[config.mk]
export PLATFORM = sky130hd
export DESIGN_NAME = dir_home_ctrl
export DESIGN_NICKNAME = d
export VERILOG_FILES = /design/src/rtl/dir_pkg.sv /design/src/rtl/dir_datapath.sv /design/src/rtl/dir_control.sv /design/src/rtl/dir_home_ctrl.sv
export SDC_FILE = /design/constraint.sdc
export NUM_CORES = 1
export LEC_CHECK = 0
export ABC_CLOCK_PERIOD_IN_PS = 3300
export CORE_MARGIN = 4
export CORE_UTILIZATION = 35
export CTS_CLUSTER_SIZE = 10
export DETAILED_ROUTE_END_ITERATION = 6
export DONT_BUFFER_PORTS = 1
export HOLD_SLACK_MARGIN = 0.06
export PLACE_DENSITY = 0.59
export SYNTH_ARGS = -nofsm -noshare
export SYNTH_HDL_FRONTEND = slang
export SYNTH_HIERARCHICAL = 1
export SYNTH_SLANG_ARGS = --single-unit
export TNS_END_PERCENT = 5
[constraint.sdc]
create_clock -name clk -period 3.3 [get_ports clk]
set_input_delay 0.165 -clock clk [delete_from_list [all_inputs] [get_ports clk]]
set_output_delay 0.165 -clock clk [all_outputs]
set_load 0.02 [all_outputs]
[src/rtl/dir_pkg.sv]
package dir_pkg;

  typedef enum logic [1:0] {
    REQ_READ_MISS  = 2'd0,
    REQ_WRITE_MISS = 2'd1,
    REQ_WRITE_HIT  = 2'd2
  } reqKind_e;

  typedef enum logic {
    CMD_INVAL = 1'b0,
    CMD_FETCH = 1'b1
  } cmdKind_e;

  typedef enum logic [1:0] {
    RPL_SHARED   = 2'd0,
    RPL_EXCL     = 2'd1,
    RPL_PRIV_ACK = 2'd2
  } rplKind_e;

  // strobes from control to datapath
  typedef struct packed {
    logic latchReq;
    logic loadFetch;
    logic loadInval;
    logic takeCmd;
    logic takeRsp;
    logic commit;
  } dirStrobe_t;

  // status from datapath to control
  typedef struct packed {
    logic isRead;
    logic needFetch;
    logic noTargets;
    logic pendAny;
    logic ackZero;
  } dirFlags_t;

endpackage

[src/rtl/dir_datapath.sv]
module dir_datapath
  import dir_pkg::*;
#(
  parameter int NUM_PROC   = 4,
  parameter int NUM_BLOCKS = 8,
  parameter int DATA_W     = 16,
  localparam int SRC_W  = (NUM_PROC > 1) ? $clog2(NUM_PROC) : 1,
  localparam int ADDR_W = (NUM_BLOCKS > 1) ? $clog2(NUM_BLOCKS) : 1,
  localparam int CNT_W  = $clog2(NUM_PROC + 1)
)(
  input  logic              clk,
  input  logic              rstN,
  input  dirStrobe_t        stb,
  output dirFlags_t         flg,
  input  logic [1:0]        reqType,
  input  logic [SRC_W-1:0]  reqSrc,
  input  logic [ADDR_W-1:0] reqAddr,
  input  logic              rspDirty,
  input  logic [DATA_W-1:0] rspData,
  output logic              cmdType,
  output logic [SRC_W-1:0]  cmdDst,
  output logic [ADDR_W-1:0] cmdAddr,
  output logic [1:0]        rplType,
  output logic [SRC_W-1:0]  rplDst,
  output logic [ADDR_W-1:0] rplAddr,
  output logic [DATA_W-1:0] rplData
);

  function automatic logic [CNT_W-1:0] popCount(input logic [NUM_PROC-1:0] v);
    logic [CNT_W-1:0] n;
    n = '0;
    for (int i = 0; i < NUM_PROC; i++) n = n + CNT_W'(v[i]);
    return n;
  endfunction

  function automatic logic [SRC_W-1:0] lowestSet(input logic [NUM_PROC-1:0] v);
    logic [SRC_W-1:0] idx;
    idx = '0;
    for (int i = NUM_PROC - 1; i >= 0; i--) if (v[i]) idx = SRC_W'(i);
    return idx;
  endfunction

  // latched transaction
  logic [1:0]          kindQ;
  logic [SRC_W-1:0]    srcQ;
  logic [ADDR_W-1:0]   addrQ;
  logic [NUM_PROC-1:0] pendQ;
  logic [CNT_W-1:0]    ackCntQ;
  logic                fetchQ;

  // per-block entry views
  logic [NUM_BLOCKS-1:0][NUM_PROC-1:0] presAll;
  logic [NUM_BLOCKS-1:0]               privAll;
  logic [NUM_BLOCKS-1:0][DATA_W-1:0]   memAll;

  logic [NUM_PROC-1:0] curPres;
  logic [NUM_PROC-1:0] reqBit;
  logic [NUM_PROC-1:0] others;
  logic                curPriv;
  logic                isRead;
  logic [SRC_W-1:0]    nextDst;

  always_comb begin
    curPres = presAll[addrQ];
    curPriv = privAll[addrQ];
    reqBit  = NUM_PROC'(1) << srcQ;
    others  = curPres & ~reqBit;
    isRead  = (kindQ == REQ_READ_MISS);
    nextDst = lowestSet(pendQ);
  end

  assign flg.isRead    = isRead;
  assign flg.needFetch = isRead && curPriv && !curPres[srcQ];
  assign flg.noTargets = (others == '0);
  assign flg.pendAny   = (pendQ != '0);
  assign flg.ackZero   = (ackCntQ == '0);

  always_ff @(posedge clk) begin
    if (!rstN) begin
      kindQ   <= '0;
      srcQ    <= '0;
      addrQ   <= '0;
      pendQ   <= '0;
      ackCntQ <= '0;
      fetchQ  <= 1'b0;
    end else begin
      if (stb.latchReq) begin
        kindQ  <= reqType;
        srcQ   <= reqSrc;
        addrQ  <= reqAddr;
        fetchQ <= 1'b0;
      end
      if (stb.loadFetch) begin
        pendQ   <= curPres;
        ackCntQ <= CNT_W'(1);
        fetchQ  <= 1'b1;
      end else if (stb.loadInval) begin
        pendQ   <= others;
        ackCntQ <= popCount(others);
        fetchQ  <= 1'b0;
      end else begin
        if (stb.takeCmd) pendQ <= pendQ & ~(NUM_PROC'(1) << nextDst);
        if (stb.takeRsp && ackCntQ != '0) ackCntQ <= ackCntQ - CNT_W'(1);
      end
    end
  end

  // one register set per block
  for (genvar b = 0; b < NUM_BLOCKS; b++) begin : gEntry
    logic [NUM_PROC-1:0] presR;
    logic                privR;
    logic [DATA_W-1:0]   memR;
    logic                hitB;
    assign hitB = (addrQ == ADDR_W'(b));

    always_ff @(posedge clk) begin
      if (!rstN) begin
        presR <= '0;
        privR <= 1'b0;
        memR  <= DATA_W'(b);
      end else begin
        if (stb.commit && hitB) begin
          if (isRead) begin
            presR <= presR | reqBit;
            if (fetchQ) privR <= 1'b0;
          end else begin
            presR <= reqBit;
            privR <= 1'b1;
          end
        end
        if (stb.takeRsp && rspDirty && hitB) memR <= rspData;
      end
    end

    assign presAll[b] = presR;
    assign privAll[b] = privR;
    assign memAll[b]  = memR;
  end

  always_comb begin
    cmdType = fetchQ ? CMD_FETCH : CMD_INVAL;
    cmdDst  = nextDst;
    cmdAddr = addrQ;
    rplDst  = srcQ;
    rplAddr = addrQ;
    rplData = memAll[addrQ];
    if (isRead)                                            rplType = RPL_SHARED;
    else if (kindQ == REQ_WRITE_HIT && curPres[srcQ])      rplType = RPL_PRIV_ACK;
    else                                                   rplType = RPL_EXCL;
  end

endmodule

[src/rtl/dir_control.sv]
module dir_control
  import dir_pkg::*;
(
  input  logic       clk,
  input  logic       rstN,
  input  dirFlags_t  flg,
  output dirStrobe_t stb,
  input  logic       reqValid,
  output logic       reqReady,
  output logic       cmdValid,
  input  logic       cmdReady,
  input  logic       rspValid,
  output logic       rspReady,
  output logic       rplValid,
  input  logic       rplReady
);

  typedef enum logic [1:0] {ST_IDLE, ST_LOOKUP, ST_COLLECT, ST_REPLY} ctlState_e;
  ctlState_e stateQ, stateD;

  always_comb begin
    stateD   = stateQ;
    stb      = '0;
    reqReady = 1'b0;
    cmdValid = 1'b0;
    rspReady = 1'b0;
    rplValid = 1'b0;
    unique case (stateQ)
      ST_IDLE: begin
        reqReady = 1'b1;
        if (reqValid) begin
          stb.latchReq = 1'b1;
          stateD       = ST_LOOKUP;
        end
      end
      ST_LOOKUP: begin
        if (flg.isRead) begin
          if (flg.needFetch) begin
            stb.loadFetch = 1'b1;
            stateD        = ST_COLLECT;
          end else begin
            stateD = ST_REPLY;
          end
        end else begin
          stb.loadInval = 1'b1;
          stateD        = flg.noTargets ? ST_REPLY : ST_COLLECT;
        end
      end
      ST_COLLECT: begin
        cmdValid    = flg.pendAny;
        stb.takeCmd = flg.pendAny && cmdReady;
        rspReady    = 1'b1;
        stb.takeRsp = rspValid;
        if (!flg.pendAny && flg.ackZero) stateD = ST_REPLY;
      end
      ST_REPLY: begin
        rplValid = 1'b1;
        if (rplReady) begin
          stb.commit = 1'b1;
          stateD     = ST_IDLE;
        end
      end
      default: stateD = ST_IDLE;
    endcase
  end

  always_ff @(posedge clk) begin
    if (!rstN) stateQ <= ST_IDLE;
    else       stateQ <= stateD;
  end

endmodule

[src/rtl/dir_home_ctrl.sv]
module dir_home_ctrl
  import dir_pkg::*;
#(
  parameter int NUM_PROC   = 4,
  parameter int NUM_BLOCKS = 8,
  parameter int DATA_W     = 16,
  localparam int SRC_W  = (NUM_PROC > 1) ? $clog2(NUM_PROC) : 1,
  localparam int ADDR_W = (NUM_BLOCKS > 1) ? $clog2(NUM_BLOCKS) : 1
)(
  input  logic              clk,
  input  logic              rstN,
  input  logic              reqValid,
  output logic              reqReady,
  input  logic [1:0]        reqType,
  input  logic [SRC_W-1:0]  reqSrc,
  input  logic [ADDR_W-1:0] reqAddr,
  output logic              cmdValid,
  input  logic              cmdReady,
  output logic              cmdType,
  output logic [SRC_W-1:0]  cmdDst,
  output logic [ADDR_W-1:0] cmdAddr,
  input  logic              rspValid,
  output logic              rspReady,
  input  logic              rspDirty,
  input  logic [DATA_W-1:0] rspData,
  output logic              rplValid,
  input  logic              rplReady,
  output logic [1:0]        rplType,
  output logic [SRC_W-1:0]  rplDst,
  output logic [ADDR_W-1:0] rplAddr,
  output logic [DATA_W-1:0] rplData
);

  dirStrobe_t stb;
  dirFlags_t  flg;

  dir_control uCtl (
    .clk(clk), .rstN(rstN), .flg(flg), .stb(stb),
    .reqValid(reqValid), .reqReady(reqReady),
    .cmdValid(cmdValid), .cmdReady(cmdReady),
    .rspValid(rspValid), .rspReady(rspReady),
    .rplValid(rplValid), .rplReady(rplReady)
  );

  dir_datapath #(.NUM_PROC(NUM_PROC), .NUM_BLOCKS(NUM_BLOCKS), .DATA_W(DATA_W)) uDp (
    .clk(clk), .rstN(rstN), .stb(stb), .flg(flg),
    .reqType(reqType), .reqSrc(reqSrc), .reqAddr(reqAddr),
    .rspDirty(rspDirty), .rspData(rspData),
    .cmdType(cmdType), .cmdDst(cmdDst), .cmdAddr(cmdAddr),
    .rplType(rplType), .rplDst(rplDst), .rplAddr(rplAddr), .rplData(rplData)
  );

endmodule

Word level (Yosys, flattened, before mapping)
Cells that the tools add are included.
Storage, ports and cells
  register bits after elaboration: 185
  input bits: 30
  output and inout bits: 33
Operators by class
  add/subtract/negate cells: 4
  order comparisons: 2
  equal/unequal tests: 15
  shift operators: 2
  mux-type cells: 54
  bitwise logic cells: 13
  reductions and logical operators: 46
Operator list (number)
  $bmux 16 s3: 1
  $mux 4: 12
  $or 4x4->4: 8
  $mux 2: 12
  $logic_and 1x1->1: 23
  $mux 1: 22
  $mux 16: 1
  $reduce_and 2->1: 8
  $bmux 4 s3: 1
  $eq 3x3->1 const B: 4
  $reduce_bool 3->1: 4
  $and 4x4->4: 2
  $not 4->4: 2
  $pmux 2 s4: 1
  $shl 1x2->4 const A: 2
  $add 3x1->3: 2
  $eq 2x2->1 const B: 3
  $eq 3x2->1 const B: 2
  $logic_not 3->1: 2
  $mux 3: 2
  $logic_not 2->1: 2
  $logic_not 4->1: 1
  $lt 3x4->1 const B: 1
  $ne 2x1->1 const B: 2
  14 further kinds: 16

Depth between registers and ports, before layout
Gate-level depths: netlist of run 1.
  word-level depth: 11
  gate-level depth with buffers: 13

Cells and area by module
Netlist of run 1, hierarchy kept.
By module, submodules not included
  dir_datapath: instances 1, cells an instance 962, area an instance 8600.7 um2
  dir_control: instances 1, cells an instance 27, area an instance 220.2 um2

Least setup slack after synthesis of run 1
No wires, ideal clock.
  path kind: reg-to-reg
  from: reg uDp.addrQ[1] (netlist: uDp/cmdAddr[1])
  to: reg uDp.ackCntQ[0]
  setup time: 115 ps
  arrival time: 2493 ps
  setup slack: 693 ps
  cell stages (with the launch flop): 11
  buffers on the path: 2
  period minus slack after synthesis: 2607 ps
  path through: dfxtp_1 -> buf_4 -> buf_4 -> mux2i_1 -> a22oi_1 -> nand2_1 -> nor2_1 -> fa_1 -> ha_1 -> mux2_2 -> o21a_1
Between the ends
  cells in the longest elaborated chain, start to end: 10
RTL lines
  start, declared: line dir_datapath.sv:46  | logic [ADDR_W-1:0] addrQ;
  start signal, assigned: line dir_datapath.sv:90  | addrQ <= reqAddr;
  parallel branches: the longest is 10 deep, another holds $add 3x1->3
  end signal, assigned: line dir_datapath.sv:99  | ackCntQ <= popCount(others);
  end signal, assigned: line dir_datapath.sv:103  | if (stb.takeRsp && ackCntQ != '0) ackCntQ <= ackCntQ - CNT_W'(1);
  end, declared: line dir_datapath.sv:48  | logic [CNT_W-1:0] ackCntQ;
Several ways; the timed one is not identified. The select of a mux whose other input is x is not followed.
A chain may end at the register's enable or synchronous reset.

==> qor.csv, run 1 <==
metric,value,unit
cp.required,3.62,ns
placed_cells,1251,
ir_worst_vdd,350,uV
fmax,0.334,GHz
async_flop_share,0,
p_leak,3.26,nW
ys_warn_count,6,
gp_congestion,0.786,
cts_tree,yes,
r2r_cells,8,
hpwl,14.8,mm
synth_edf_count,0,
finalMaxSlewViolations,0,
syn_area,0.00882,mm2
die_h,167,um
cap_violations,0,
total_power,5.38,mW
syn_avg_cell_area,8.92,um2
clock_skew,0.0134,ns
cts.hold.buffers_added,25,
die-area,0.0278,mm2
clock_latency,0.44,ns
crit_fanout,16,
hold_violations,0,
core,0.0245,mm2
r2r-start,uCtl/stateQ[0],
synth.distinct_cells,51,
setup-tns-final,0,ns
rows,57,
final_common_cell,nand2_1,
powerDensity,547,mW/mm2
worst_pin_slew,0.929,ns
grt_first_pass_wirelength,38.5,mm
numPortBuffers,0,
post_cts_resized,0,
hold_path.class,in -> reg,
setup_slack,0.304,ns
grt_start_max_net_pins,186,
drc,0,
nets,1011,
postRouteAntennaNets,0,
synth_ff_type,dfxtp_1,
grtUsageTotal,0.174,
synth_fp_nets,1029,
synth_cells,989,
drtPass1Iterations,5,
post-route-min-period,3.00,ns
postCtsSetupBuffers,0,
via_count,6794,
pre_cts_slack,0.665,ns
path_class,reg -> reg,
numCtsBuffers,17,
areaGrowthSynthToFinish,11.4,%
avgViaCountPerCell,5.19,
ios,63,
start_util,0.360,
timing.slew.headroom,0.379,
cp-start-kind,register,
routed_wl,24.2,mm
grt_pass1_vias,6620,
die_w,167,um
ys_seq_elements,185,
grt_antenna_before_repair,1,
rsz0062_at_grt,false,
wire_per_inst,18.5,um
arrival,3.32,ns
drtIter0Drc,573,
instances_no_fill,1309,
setup_viol,0,
cts_max_level,4,
synth-seq-area-share,0.420,
overflow,0,
clk_path_buf_depth,2,
final_cell_mix,"nand2_1, dfxtp_1, a21boi_0",
reg2reg_to,uDp/gEntry[7].memR[2],
cts_root_buffer,clkbuf_16,
reg2reg_slack,0.30,ns
fin_crit_sh,0.908,
whs_path_depth,2,
cts_sinks,185,
crit_start,uCtl/stateQ[0],
path_clk_slew,0.07,ns
fill_cells,2481,
status,"complete, no violations",
end_kind,register,
crit_path_end,uDp/gEntry[7].memR[2],
layout-drive-gt1-share,0.126,
[synth_stat cells (2+ instances only)]
| master | n | share of area |
|---|---|---|
| nand2b_1 | 7 | 0.0050 |
| a211oi_1 | 2 | 0.0017 |
| o311a_1 | 2 | 0.0023 |
| a21oi_1 | 12 | 0.0068 |
| ha_1 | 9 | 0.013 |
| a21boi_0 | 118 | 0.10 |
| mux4_2 | 32 | 0.082 |
| mux2_2 | 19 | 0.024 |
| nor2_2 | 5 | 0.0035 |
| nand3_1 | 15 | 0.0085 |
| buf_4 | 19 | 0.016 |
| o21ai_0 | 3 | 0.0017 |
| nor2b_1 | 48 | 0.034 |
| nor3_2 | 3 | 0.0034 |
| dfxtp_1 | 185 | 0.42 |
| and2_1 | 6 | 0.0043 |
| o32ai_1 | 2 | 0.0020 |
| clkbuf_1 | 36 | 0.015 |
| mux2i_1 | 26 | 0.030 |
| buf_2 | 25 | 0.014 |
| and3_1 | 2 | 0.0014 |
| nand2_1 | 300 | 0.13 |
| o22ai_1 | 3 | 0.0021 |
| or2_2 | 2 | 0.0014 |
| a22oi_1 | 39 | 0.033 |
| nor2_1 | 22 | 0.0094 |
| inv_1 | 15 | 0.0064 |
| nor3_1 | 3 | 0.0017 |
| o22ai_2 | 2 | 0.0028 |
| a21boi_1 | 6 | 0.0051 |
[worst min-delay path by stage]
stage / end / slack, ns / startpoint
after floorplan: uCtl/stateQ[1] / 0.29 / rstN
after global placement: uDp/gEntry[6].memR[2] / 0.28 / rstN
after detailed placement: uDp/gEntry[7].memR[2] / 0.28 / rstN
after CTS: uDp/pendQ[1] / 0.11 / cmdReady
after global routing: uDp/pendQ[1] / 0.12 / cmdReady
final: uDp/pendQ[1] / 0.13 / cmdReady
[metrics by stage]
step | area, um2 | hold WS [ns] | utilization
CTS | 9830 | 0.110 | 0.401
global placement | 8960 | 0.285 | 0.365
finish | 9830 | 0.127 | 0.401
global route | 9830 | 0.125 | 0.401
floorplan | 8820 | 0.293 | -
detailed placement | 8960 | 0.281 | 0.365
[layout make-up]
cell class	instances	area, um2	share of cell area
multi-input cells	708	4650	0.473
repair buffers	44	410	0.0418
clock buffers	18	439	0.0447
flip-flops and latches	185	3710	0.378
diodes	1	2.50	0.000255
inverters	15	56.3	0.00573
well taps	324	405	0.0412
clock inverters	14	156	0.0159
[worst max-delay path: stages (launching register included)]
cell           delay (ns)
dfxtp_1              0.34
inv_1                0.11
ha_1                 0.34
and2_1               0.31
and3_1               0.29
nand2_1              0.57
nand2_1              0.25
nand3_1              0.09
dlygate4sd3_1        0.59
[per-layer routing]
metal  global-route usage  vias to the layer above  wire, um
met2                0.289                      128     11600
met3               0.0284                       31       899
met4               0.0516                        0       479
met5                    0                        -         0
met1                0.234                     3327     11200
li1                     -                     3308         -
[cell families after synthesis]
family,count (synthesis),share of synthesized area
fa+ha+maj,10,0.0150
buf+inv,96,0.0533
simple gates,423,0.210
mux,77,0.135
flops,185,0.420
compound gates,197,0.166
xor+xnor,1,0.000993
[where the power goes]
part	internal, mW	leakage [nW]	switching (mW)
sequential	2.28	1.49	0.0956
clock	1.09	0.290	0.962
combinational	0.368	1.48	0.574
[sequential cells by signal, indices dropped and copies added, names as in the netlist]
| register | count |
|---|---|
| uCtl/stateQ | 2 |
| uDp/ackCntQ | 3 |
| uDp/cmdAddr | 3 |
| uDp/fetchQ | 1 |
| uDp/gEntry.memR | 128 |
| uDp/gEntry.presR | 32 |
| uDp/gEntry.privR | 8 |
| uDp/kindQ | 2 |
| uDp/pendQ | 4 |
| uDp/rplDst | 2 |
Power figures use the tool's default switching activity.
==> inputs of run 2 (changes only) <==
==> constraint.sdc (replaced) <==
create_clock -name clk -period 3.3 [get_ports clk]
set_input_delay 0.495 -clock clk [delete_from_list [all_inputs] [get_ports clk]]
set_output_delay 0.495 -clock clk [all_outputs]
set_load 0.02 [all_outputs]
==> run 2 against run 1 <==
Net effect: flip-flop and latch count is the same; critical path depth down 5; wire length fell by 0.55%; combinational power is 8.8% lower; final cell count is 1.8% lower; count of clock-buffer cells in the layout unchanged; cell area decreased by 2.4%; worst setup slack lost 0.076 ns; clock power about the same.
==> qor.csv, run 2 (synthesized netlist as in run 1, its figures left out) <==
metric,value,unit,change
cp-start-kind,register,,
core,0.0245,mm2,unchanged
arrival,2.58,ns,-0.74 ns
drc,0,,unchanged
grtUsageTotal,0.171,,-0.00214
cts_max_level,4,,unchanged
pre_cts_slack,0.577,ns,-0.0882 ns
instances_no_fill,1286,,-1.8%
finalMaxSlewViolations,0,,unchanged
intPower,3.73,mW,-0.51%
numPortBuffers,0,,unchanged
final_cell_mix,"nand2_1, dfxtp_1, a21boi_0",,
crit_start,uDp/cmdAddr[0],,
powerDensity,555,mW/mm2,+1.5%
fill_cells,2450,,-1.2%
setup-tns-final,0,ns,unchanged
status,"complete, no violations",,
largest_reg_flops,128,,unchanged
hold_path.class,in -> reg,,
crit_fanout,29,,+13
die-area,0.0278,mm2,unchanged
crit_path_cell_trace,"buf_4, mux4_2, mux2_2",,
cp.required,2.80,ns,-0.82 ns
rsz0062_at_grt,false,,
hpwl,15.3,mm,+3.3%
crit_slowest_cell,dfxtp_4,,
cp_slowest_stage_delay,0.62,ns,+0.03 ns
start_util,0.360,,unchanged
layout-drive-gt1-share,0.130,,+0.00392
post_cts_resized,0,,unchanged
antenna_cells,0,,-1
setup_slack,0.228,ns,-0.0759 ns
regMostFlops,uDp/gEntry.memR,,
clk_path_buf_depth,2,,unchanged
pwr-share-seq,0.448,,+0.006
clock_latency,0.44,ns,about the same
ios,63,,unchanged
drtPass1Iterations,5,,unchanged
hold_start,rspData[0],,
p_clk_frac,0.391,,+0.009
routed_wl,24.1,mm,-0.55%
timing.slew.headroom,0.363,,-0.0166
fmax,0.326,GHz,-2.5%
die_w,167,um,unchanged
postCtsSetupBuffers,0,,unchanged
areaGrowthSynthToFinish,8.79,%,
cts_tree,yes,,
rows,57,,unchanged
nets,989,,-2.2%
placed_cells,1254,,+0.24%
cts_root_buffer,clkbuf_16,,
avgViaCountPerCell,5.18,,-0.11%
path_clk_slew,0.08,ns,about the same
hold_violations,0,,unchanged
postRouteAntennaNets,0,,unchanged
ir_worst_vdd,371,uV,+6.0%
p_sw_frac,0.301,,-0.00276
grt_start_max_net_pins,186,,unchanged
p_leak,3.17,nW,-2.7%
grt_pass1_vias,6598,,-0.33%
end_kind,output pin,,
cap_violations,0,,unchanged
setup_viol,0,,unchanged
path_class,reg -> out,,
fin_crit_sh,0.931,,+0.0230
grt_antenna_before_repair,0,,-1
clock_skew,0.0235,ns,+0.0101 ns
cts.hold.buffers_added,0,,-100%
overflow,0,,unchanged
switchingPower,1.60,mW,-1.8%
gp_congestion,0.814,,+3.6%
final_common_cell,nand2_1,,
post-route-min-period,3.07,ns,+0.0759 ns
drtIter0Drc,451,,-21%
largestRegisters,"uDp/gEntry.memR (128), uDp/gEntry.presR (32), uDp/gEntry.privR (8)",,
cts_sinks,185,,unchanged
pwr-share-comb,0.161,,-0.014
die_h,167,um,unchanged
grt_first_pass_wirelength,38.1,mm,-1.0%
worst_pin_slew,0.954,ns,+0.0248 ns
r2r-start,uDp/cmdAddr[2],,
via_count,6667,,-1.9%
wire_per_inst,18.7,um,+1.2%
numCtsBuffers,17,,unchanged
final_core_util,0.391,,-0.00949
run 2: cell count changes in the layout (fill, tap and decap cells not counted), sizes merged:
cell and change:
dlygate4sd3 -24, buf +2, clkinv +1, clkinvlp -1
diode -1
run 2: path summary, 6_finish.rpt:
path,end,slack [ns],depth (start not counted)
min,uDp/gEntry[5].memR[0],0.18,2
max,rplData[8],0.23,3
max reg2reg,uDp/ackCntQ[0],0.54,8
min reg2reg,uDp/gEntry[6].memR[9],0.46,2
run 2: stage by stage:
| stage | power (mW) | hold slack (ns) | area (um2) |
|---|---|---|---|
| 3_3_place_gp | 3.29 | 0.439 | 8990 |
| 6_report | 5.33 | 0.180 | 9600 |
| 3_5_place_dp | 3.30 | 0.447 | 8990 |
| 5_1_grt | 5.54 | 0.165 | 9600 |
| 2_1_floorplan | 3.16 | 0.432 | 8820 |
| 4_1_cts | 5.38 | 0.161 | 9600 |
run 2: metal layers:
layer | GRT usage | up-vias | wire, um
li1 | - | 3270 | -
met1 | 0.230 | 3237 | 11100
met2 | 0.284 | 126 | 11500
met3 | 0.0273 | 34 | 900
met4 | 0.0559 | 0 | 552
met5 | 0 | - | 0
run 2: cell type report:
| cell class | instances | area (um2) | share of cell area |
|---|---|---|---|
| clock buffer | 18 | 429 | 0.0447 |
| clock inverter | 14 | 181 | 0.0189 |
| inverter | 15 | 56.3 | 0.00587 |
| multi-input combinational | 708 | 4650 | 0.484 |
| sequential | 185 | 3710 | 0.387 |
| tap | 324 | 405 | 0.0422 |
| timing repair buffer | 22 | 165 | 0.0172 |
run 2: worst max-delay path, delay by kind of cell, from the launching register on:
kind     cells  cell delay [ns]
flops        1             0.62
buf+inv      1             0.58
mux          2             0.93
run 2: power by group through the flow:
| stage | Combinational [mW] | Clock [mW] | Sequential [mW] |
|---|---|---|---|
| after floorplan | 0.783 | 0 | 2.37 |
| after global placement | 0.851 | 0 | 2.44 |
| after detailed placement | 0.859 | 0 | 2.44 |
| after CTS | 0.863 | 2.13 | 2.38 |
| after global routing | 0.933 | 2.21 | 2.40 |
| final | 0.859 | 2.08 | 2.38 |
